### config.mk
export PLATFORM = sky130hd
export DESIGN_NAME = quad_alarm
export DESIGN_NICKNAME = d
export VERILOG_FILES = /design/src/rtl/quad_alarm_pkg.sv /design/src/rtl/quad_alarm_ctrl.sv /design/src/rtl/quad_alarm_dp.sv /design/src/rtl/quad_alarm.sv
export SDC_FILE = /design/constraint.sdc
export NUM_CORES = 1
export LEC_CHECK = 0
export BUFFER_PORTS_ARGS = -buffer_cell sky130_fd_sc_hd__buf_4
export CORE_MARGIN = 2
export CORE_UTILIZATION = 47
export CTS_BUF_LIST = sky130_fd_sc_hd__clkbuf_2 sky130_fd_sc_hd__clkbuf_4 sky130_fd_sc_hd__clkbuf_8
export DETAILED_ROUTE_END_ITERATION = 10
export PLACE_DENSITY = 0.7
export SLEW_MARGIN = 10
export SYNTH_ARGS = -nofsm -noshare
export SYNTH_HDL_FRONTEND = slang
export SYNTH_SLANG_ARGS = --single-unit
### constraint.sdc
create_clock -name clk -period 2.1 [get_ports clk]
set_input_delay 0.315 -clock clk [delete_from_list [all_inputs] [get_ports clk]]
set_output_delay 0.315 -clock clk [all_outputs]
set_load 0.005 [all_outputs]
### src/rtl/quad_alarm_pkg.sv
package quad_alarm_pkg;

  localparam int unsigned CH_COUNT = 4;
  localparam int unsigned DATA_W   = 32;

  // strobes handed from bus decode to the datapath
  typedef struct packed {
    logic [CH_COUNT-1:0] tgtWr;
    logic                armWr;
    logic                rawWr;
    logic                enWr;
    logic                frcWr;
    logic [DATA_W-1:0]   wrData;
  } qa_strobe_t;

  typedef enum logic [2:0] {
    SEL_NONE = 3'd0,
    SEL_TGT  = 3'd1,
    SEL_ARM  = 3'd2,
    SEL_RAW  = 3'd3,
    SEL_EN   = 3'd4,
    SEL_FRC  = 3'd5,
    SEL_STAT = 3'd6
  } qa_rdsel_e;

endpackage

### src/rtl/quad_alarm_ctrl.sv
module quad_alarm_ctrl
  import quad_alarm_pkg::*;
#(
  parameter int unsigned ADDR_W   = 8,
  parameter int unsigned TGT_BASE = 'h10,
  parameter int unsigned ARM_OFS  = 'h20,
  parameter int unsigned RAW_OFS  = 'h3C,
  parameter int unsigned EN_OFS   = 'h44 - 4,
  parameter int unsigned FRC_OFS  = 'h44,
  parameter int unsigned STAT_OFS = 'h48,
  localparam int unsigned CH_IDX_W = (CH_COUNT > 1) ? $clog2(CH_COUNT) : 1
) (
  input  logic                clk,
  input  logic                rstN,
  input  logic                busWrEn,
  input  logic [ADDR_W-1:0]   busAddr,
  input  logic [DATA_W-1:0]   busWrData,
  input  logic                lockIn,
  output qa_strobe_t          strobe,
  output qa_rdsel_e           rdSel,
  output logic [CH_IDX_W-1:0] rdCh
);

  logic                wrOk;
  logic [CH_COUNT-1:0] tgtHit;

  assign wrOk = busWrEn && !lockIn;

  for (genvar n = 0; n < CH_COUNT; n++) begin : g_tgtDec
    assign tgtHit[n] = (busAddr == ADDR_W'(TGT_BASE + 4*n));
  end

  always_comb begin
    strobe.tgtWr  = wrOk ? tgtHit : '0;
    strobe.armWr  = wrOk && (busAddr == ADDR_W'(ARM_OFS));
    strobe.rawWr  = wrOk && (busAddr == ADDR_W'(RAW_OFS));
    strobe.enWr   = wrOk && (busAddr == ADDR_W'(EN_OFS));
    strobe.frcWr  = wrOk && (busAddr == ADDR_W'(FRC_OFS));
    strobe.wrData = busWrData;
  end

  always_comb begin
    rdSel = SEL_NONE;
    rdCh  = '0;
    for (int n = 0; n < CH_COUNT; n++) begin
      if (tgtHit[n]) begin
        rdSel = SEL_TGT;
        rdCh  = CH_IDX_W'(n);
      end
    end
    if (busAddr == ADDR_W'(ARM_OFS))  rdSel = SEL_ARM;
    if (busAddr == ADDR_W'(RAW_OFS))  rdSel = SEL_RAW;
    if (busAddr == ADDR_W'(EN_OFS))   rdSel = SEL_EN;
    if (busAddr == ADDR_W'(FRC_OFS))  rdSel = SEL_FRC;
    if (busAddr == ADDR_W'(STAT_OFS)) rdSel = SEL_STAT;
  end


  lock_blocks_wr_chk: assert property (@(posedge clk) disable iff (!rstN)
    lockIn |-> ($countones({strobe.tgtWr, strobe.armWr, strobe.rawWr,
                            strobe.enWr, strobe.frcWr}) == 0));

endmodule

### src/rtl/quad_alarm_dp.sv
module quad_alarm_dp
  import quad_alarm_pkg::*;
#(
  localparam int unsigned CH_IDX_W = (CH_COUNT > 1) ? $clog2(CH_COUNT) : 1
) (
  input  logic                clk,
  input  logic                rstN,
  input  logic [DATA_W-1:0]   timeLo,
  input  qa_strobe_t          strobe,
  input  qa_rdsel_e           rdSel,
  input  logic [CH_IDX_W-1:0] rdCh,
  output logic [DATA_W-1:0]   rdData,
  output logic [CH_COUNT-1:0] irqOut
);

  logic [DATA_W-1:0]   targetQ [CH_COUNT];
  logic [CH_COUNT-1:0] armedQ;
  logic [CH_COUNT-1:0] rawQ;
  logic [CH_COUNT-1:0] enQ;
  logic [CH_COUNT-1:0] forceQ;
  logic [CH_COUNT-1:0] matchVec;
  logic [CH_COUNT-1:0] fireVec;
  logic [CH_COUNT-1:0] disarmVec;
  logic [CH_COUNT-1:0] rawClrVec;
  logic [CH_COUNT-1:0] statusVec;

  assign disarmVec = strobe.armWr ? strobe.wrData[CH_COUNT-1:0] : '0;
  assign rawClrVec = strobe.rawWr ? strobe.wrData[CH_COUNT-1:0] : '0;

  for (genvar n = 0; n < CH_COUNT; n++) begin : g_ch
    assign matchVec[n] = armedQ[n] && (targetQ[n] == timeLo);
    // a target write on the match edge wins over the match
    assign fireVec[n]  = matchVec[n] && !strobe.tgtWr[n];

    always_ff @(posedge clk or negedge rstN) begin
      if (!rstN) begin
        targetQ[n] <= '0;
        armedQ[n]  <= 1'b0;
        rawQ[n]    <= 1'b0;
      end else begin
        if (strobe.tgtWr[n]) targetQ[n] <= strobe.wrData;

        if (strobe.tgtWr[n])    armedQ[n] <= 1'b1;
        else if (disarmVec[n])  armedQ[n] <= 1'b0;
        else if (fireVec[n])    armedQ[n] <= 1'b0;

        if (fireVec[n])         rawQ[n] <= 1'b1;
        else if (rawClrVec[n])  rawQ[n] <= 1'b0;
      end
    end


    fire_sets_raw_chk: assert property (@(posedge clk) disable iff (!rstN)
      fireVec[n] |=> (rawQ[n] && !armedQ[n]));

    wr_arms_chk: assert property (@(posedge clk) disable iff (!rstN)
      strobe.tgtWr[n] |=> armedQ[n]);

    disarm_clears_chk: assert property (@(posedge clk) disable iff (!rstN)
      (disarmVec[n] && !strobe.tgtWr[n]) |=> !armedQ[n]);

    raw_sticky_chk: assert property (@(posedge clk) disable iff (!rstN)
      (rawQ[n] && !rawClrVec[n]) |=> rawQ[n]);
  end

  always_ff @(posedge clk or negedge rstN) begin
    if (!rstN) begin
      enQ    <= '0;
      forceQ <= '0;
    end else begin
      if (strobe.enWr)  enQ    <= strobe.wrData[CH_COUNT-1:0];
      if (strobe.frcWr) forceQ <= strobe.wrData[CH_COUNT-1:0];
    end
  end

  assign statusVec = (rawQ & enQ) | forceQ;
  assign irqOut    = statusVec;

  always_comb begin
    rdData = '0;
    unique case (rdSel)
      SEL_TGT:  rdData = targetQ[rdCh];
      SEL_ARM:  rdData = DATA_W'(armedQ);
      SEL_RAW:  rdData = DATA_W'(rawQ);
      SEL_EN:   rdData = DATA_W'(enQ);
      SEL_FRC:  rdData = DATA_W'(forceQ);
      SEL_STAT: rdData = DATA_W'(statusVec);
      default:  rdData = '0;
    endcase
  end

endmodule

### src/rtl/quad_alarm.sv
module quad_alarm
  import quad_alarm_pkg::*;
(
  input  logic                clk,
  input  logic                rstN,
  input  logic [DATA_W-1:0]   timeLo,
  input  logic                busWrEn,
  input  logic [7:0]          busAddr,
  input  logic [DATA_W-1:0]   busWrData,
  output logic [DATA_W-1:0]   busRdData,
  input  logic                lockIn,
  output logic [CH_COUNT-1:0] irqOut
);

  localparam int unsigned CH_IDX_W = (CH_COUNT > 1) ? $clog2(CH_COUNT) : 1;

  qa_strobe_t          strobe;
  qa_rdsel_e           rdSel;
  logic [CH_IDX_W-1:0] rdCh;

  quad_alarm_ctrl #(.ADDR_W(8)) u_ctrl (
    .clk       (clk),
    .rstN      (rstN),
    .busWrEn   (busWrEn),
    .busAddr   (busAddr),
    .busWrData (busWrData),
    .lockIn    (lockIn),
    .strobe    (strobe),
    .rdSel     (rdSel),
    .rdCh      (rdCh)
  );

  quad_alarm_dp u_dp (
    .clk    (clk),
    .rstN   (rstN),
    .timeLo (timeLo),
    .strobe (strobe),
    .rdSel  (rdSel),
    .rdCh   (rdCh),
    .rdData (busRdData),
    .irqOut (irqOut)
  );

endmodule

==> out/qor_table.md <==
| Quantity | This run | Unit |
|---|---|---|
| Outcome | complete, but fails checks | - |
| Violations in the final reports | negative setup slack | - |
| Launch point of the critical path | u_dp.targetQ[2] | - |
| Instance count along the most critical hold path | 3 | - |
| Portion of the post-synthesis area used by sequential elements | 44.7 | % |
| Synthesized area per cell | 11.9 | um^2 |
| Vias per inst | 5.75 | - |
| Critical path type | reg -> out | - |
| Number of antenna violations at the first check in global routing | 0 | - |
| Netlist Area Pre-Place | 8070 | um^2 |
| Slew at the pin closest to its max-slew limit | 0.653 | ns |
| Yosys synthesis warning count | 0 | - |
| Critical-path maximum fanout | 2 | - |
| HPWL after detailed placement | 17100 | um |
| Remaining max-slew budget at the tightest pin | 56.0 | % |
| Final hold viol count | 0 | - |
| Synth Net Count | 755 | - |
| Number of top-level pins | 112 | - |
| Reg-to-Reg Start | u_dp.targetQ[73] | - |
| Worst Reg2Reg Path Length in Cells | 5 | - |
| Top library cells by usage in the layout, fill and taps aside | 146 x sky130_fd_sc_hd__buf_4, 144 x sky130_fd_sc_hd__dfrtp_1, 109 x sky130_fd_sc_hd__nand2_1, 103 x sky130_fd_sc_hd__mux2_2, 96 x sky130_fd_sc_hd__xor2_1 | - |
| Violation count after the first detailed-route iteration | 410 | - |
| Share of the synthesized area in the top cell type | 44.7 | % |
| Number of optimization iterations in the first detailed-route pass | 5 | - |
| Maximum level of the CTS H-tree | 4 | - |
| Startpoint of the tightest hold check path | busWrData[17] | - |
| Maximum number of pins on one net before global-route repair | 65 | - |
| Reported leakage power | 5.07 | nW |
| Power density cells | 601 | nW/um^2 |
| DRC Markers | 0 | - |
| Die X-Extent | 135 | um |
| Final cycle utilization of the critical path | 106 | % |
| Number of nets with antenna violations after detailed routing | 0 | - |
| Final setup violation count | 4 | - |
| Number of pins with negative max-slew slack in the final report | 0 | - |
| Number of maximum-capacitance constraint violations | 0 | - |
| Final cell count without fillers | 1059 | - |
| Final WS setup | -0.126 | ns |
| Highest clock frequency the design can meet | 449 | MHz |
| Master cell of the clock root buffer | sky130_fd_sc_hd__clkbuf_8 | - |
| Maximum vdd ir drop | 385 | uV |
| Dominant register cell in the synthesized netlist | sky130_fd_sc_hd__dfrtp_1 | - |
| Average wire per cell in the routed design | 22.3 | um |
| Post-layout nets | 902 | - |
| Vias in the first global route | 6208 | - |
| Unrepaired setup endpoints after global routing | true | - |
| Area enclosed by the die boundary | 18200 | um^2 |
| Total clock buffers created by CTS | 17 | - |
| Most frequent standard cell in the layout excluding fill and tap cells | sky130_fd_sc_hd__buf_4 | - |
| Data required time of the critical path | 1.78 | ns |
| Max Buffers Root-to-Sink | 2 | - |
| Antenna Cells | 0 | - |
| Clock tree from TritonCTS | built | - |
| Asr flop ratio synth | 100 | % |
| Aggregate global-route resource usage | 26.9 | % |
| Worst endpoint data arrival time | 1.91 | ns |
| Layout area overhead | 23.0 | % |
| Fraction of final layout cells sized beyond drive strength 1 | 40.2 | % |
| Synth top area cells | sky130_fd_sc_hd__dfrtp_1 45%, sky130_fd_sc_hd__mux2_2 14%, sky130_fd_sc_hd__xor2_1 10% | - |
| Worst slack, placed | -0.0415 | ns |
| Clk pin slew, worst setup/hold paths | 0.08 | ns |
| Global-route wire length before repair | 35700 | um |
| Number of sinks handled by clock tree synthesis | 144 | - |
| Port Buffers | 111 | - |
| Dominant cell type by area after synthesis | sky130_fd_sc_hd__dfrtp_1 | - |
| Clock Skew | 0.0134 | ns |
| Number of distinct library cell variants in the gate-level netlist after synthesis | 41 | - |
| Cell Count Post-Placement | 1008 | - |
| Post-Route Hold Slack | 0.0694 | ns |
| Initial Utilization | 48.3 | % |
| Crit path capture type | output port | - |
| Core Footprint | 16700 | um^2 |
| GR Overflow Total | 0 | - |
| Post-Syn Instances | 679 | - |
| Die Y | 135 | um |
| Critical Path Source Type | register | - |
| Placer Congestion | 0.923 | - |
| Total of flip-flops plus latches after synthesis | 144 | - |
| Insertion delay to the later sink of the worst-skew pair | 0.47 | ns |
| Number of core rows | 47 | - |
| Detailed Route WL | 23600 | um |
| Total number of vias | 6087 | - |
| Min-Delay Path Class | in -> reg | - |
| Post-synth EDFFs | 0 | - |
| Post-layout min period | 2.23 | ns |
==> timing repair <==
action,4_1_cts,5_1_grt
pin swaps,0,2
endpoints found under the setup margin,4,8
endpoints found under the hold margin,27,0
setup buffers,12,7
hold buffers,1,0
resized for setup,3,5
==> cell usage after synthesis, types with 2 or more instances <==
| cell | n |
|---|---|
| sky130_fd_sc_hd__clkbuf_1 | 8 |
| sky130_fd_sc_hd__a21oi_1 | 2 |
| sky130_fd_sc_hd__nor3_1 | 4 |
| sky130_fd_sc_hd__nand2b_1 | 6 |
| sky130_fd_sc_hd__nand3b_1 | 2 |
| sky130_fd_sc_hd__nand3_1 | 8 |
| sky130_fd_sc_hd__dfrtp_1 | 144 |
| sky130_fd_sc_hd__a21o_1 | 4 |
| sky130_fd_sc_hd__a32o_1 | 5 |
| sky130_fd_sc_hd__buf_6 | 3 |
| sky130_fd_sc_hd__o21ai_0 | 4 |
| sky130_fd_sc_hd__buf_1 | 8 |
| sky130_fd_sc_hd__nand4_1 | 14 |
| sky130_fd_sc_hd__xor2_1 | 96 |
| sky130_fd_sc_hd__mux4_2 | 32 |
| sky130_fd_sc_hd__nor3_4 | 2 |
| sky130_fd_sc_hd__mux2_2 | 103 |
| sky130_fd_sc_hd__nand2_1 | 109 |
| sky130_fd_sc_hd__buf_2 | 11 |
| sky130_fd_sc_hd__a22oi_1 | 4 |
| sky130_fd_sc_hd__and2_1 | 29 |
| sky130_fd_sc_hd__nor4_1 | 26 |
| sky130_fd_sc_hd__xnor2_1 | 33 |
| sky130_fd_sc_hd__nor2_1 | 5 |
==> layout make-up <==
cell class | count | area, um^2
fill | 1413 | 6770
tap | 220 | 275
timing repair buffer | 158 | 1290
clock inverter | 11 | 138
multi-input combinational | 505 | 4340
clock buffer | 21 | 277
sequential | 144 | 3600
==> kinds of logic (layout without fill, tap and decap cells) <==
family          Yosys count  after routing  share of synthesized area (%)
simple gates            216            216                           13.8
compound gates           23             23                           2.17
xor+xnor                129            129                           14.0
buf+inv                  30            190                           1.84
flops                   144            144                           44.7
mux                     137            137                           23.6
==> critical path, stage by stage (launching register included) <==
cell                      delay, ns
sky130_fd_sc_hd__dfrtp_1       0.40
sky130_fd_sc_hd__mux4_2        0.49
sky130_fd_sc_hd__a32o_1        0.22
sky130_fd_sc_hd__a21oi_1       0.13
sky130_fd_sc_hd__nand2_1       0.09
sky130_fd_sc_hd__buf_6         0.12
==> sequential cells by signal (all words and copies together) (netlist names) <==
signal and flops:
u_dp.rawQ 4, u_dp.targetQ 128, u_dp.enQ 4, u_dp.armedQ 4, u_dp.forceQ 4
==> path summary, 6_finish.rpt <==
path                                     end  slack [ns]
max reg2reg                     u_dp.rawQ[1]        0.24
max in group asynchronous  u_dp.targetQ[102]        1.14
min in group asynchronous   u_dp.targetQ[88]        0.29
min reg2reg                u_dp.targetQ[105]        0.52
max                             busRdData[2]       -0.13
min                        u_dp.targetQ[113]        0.07
==> through the flow <==
step,total power [mW],TNS (ns),instance area [um^2],util [%]
global route,6.18,-0.522,9930,59.4
finish,5.97,-0.246,9930,59.4
CTS,5.99,-0.268,9880,59.1
detailed placement,3.68,-1.88,9350,56.0
floorplan,3.26,-0.505,8080,-
global placement,3.66,-2.02,9350,56.0
==> metal layers <==
layer / GRT usage, % / vias to the layer above / part of all wire [%]
met5: 0 / - / 0
met4: 11.6 / 0 / 3.7
met3: 6.34 / 48 / 7.0
met2: 42.9 / 238 / 48
met1: 35.3 / 3111 / 41
li1: - / 2690 / -
==> power by group <==
group          internal (mW)  switching [mW]
Clock                   1.25            1.07
Sequential              2.85          0.0678
Combinational          0.330           0.407
Note: power is estimated with default switching activity, not from simulation.
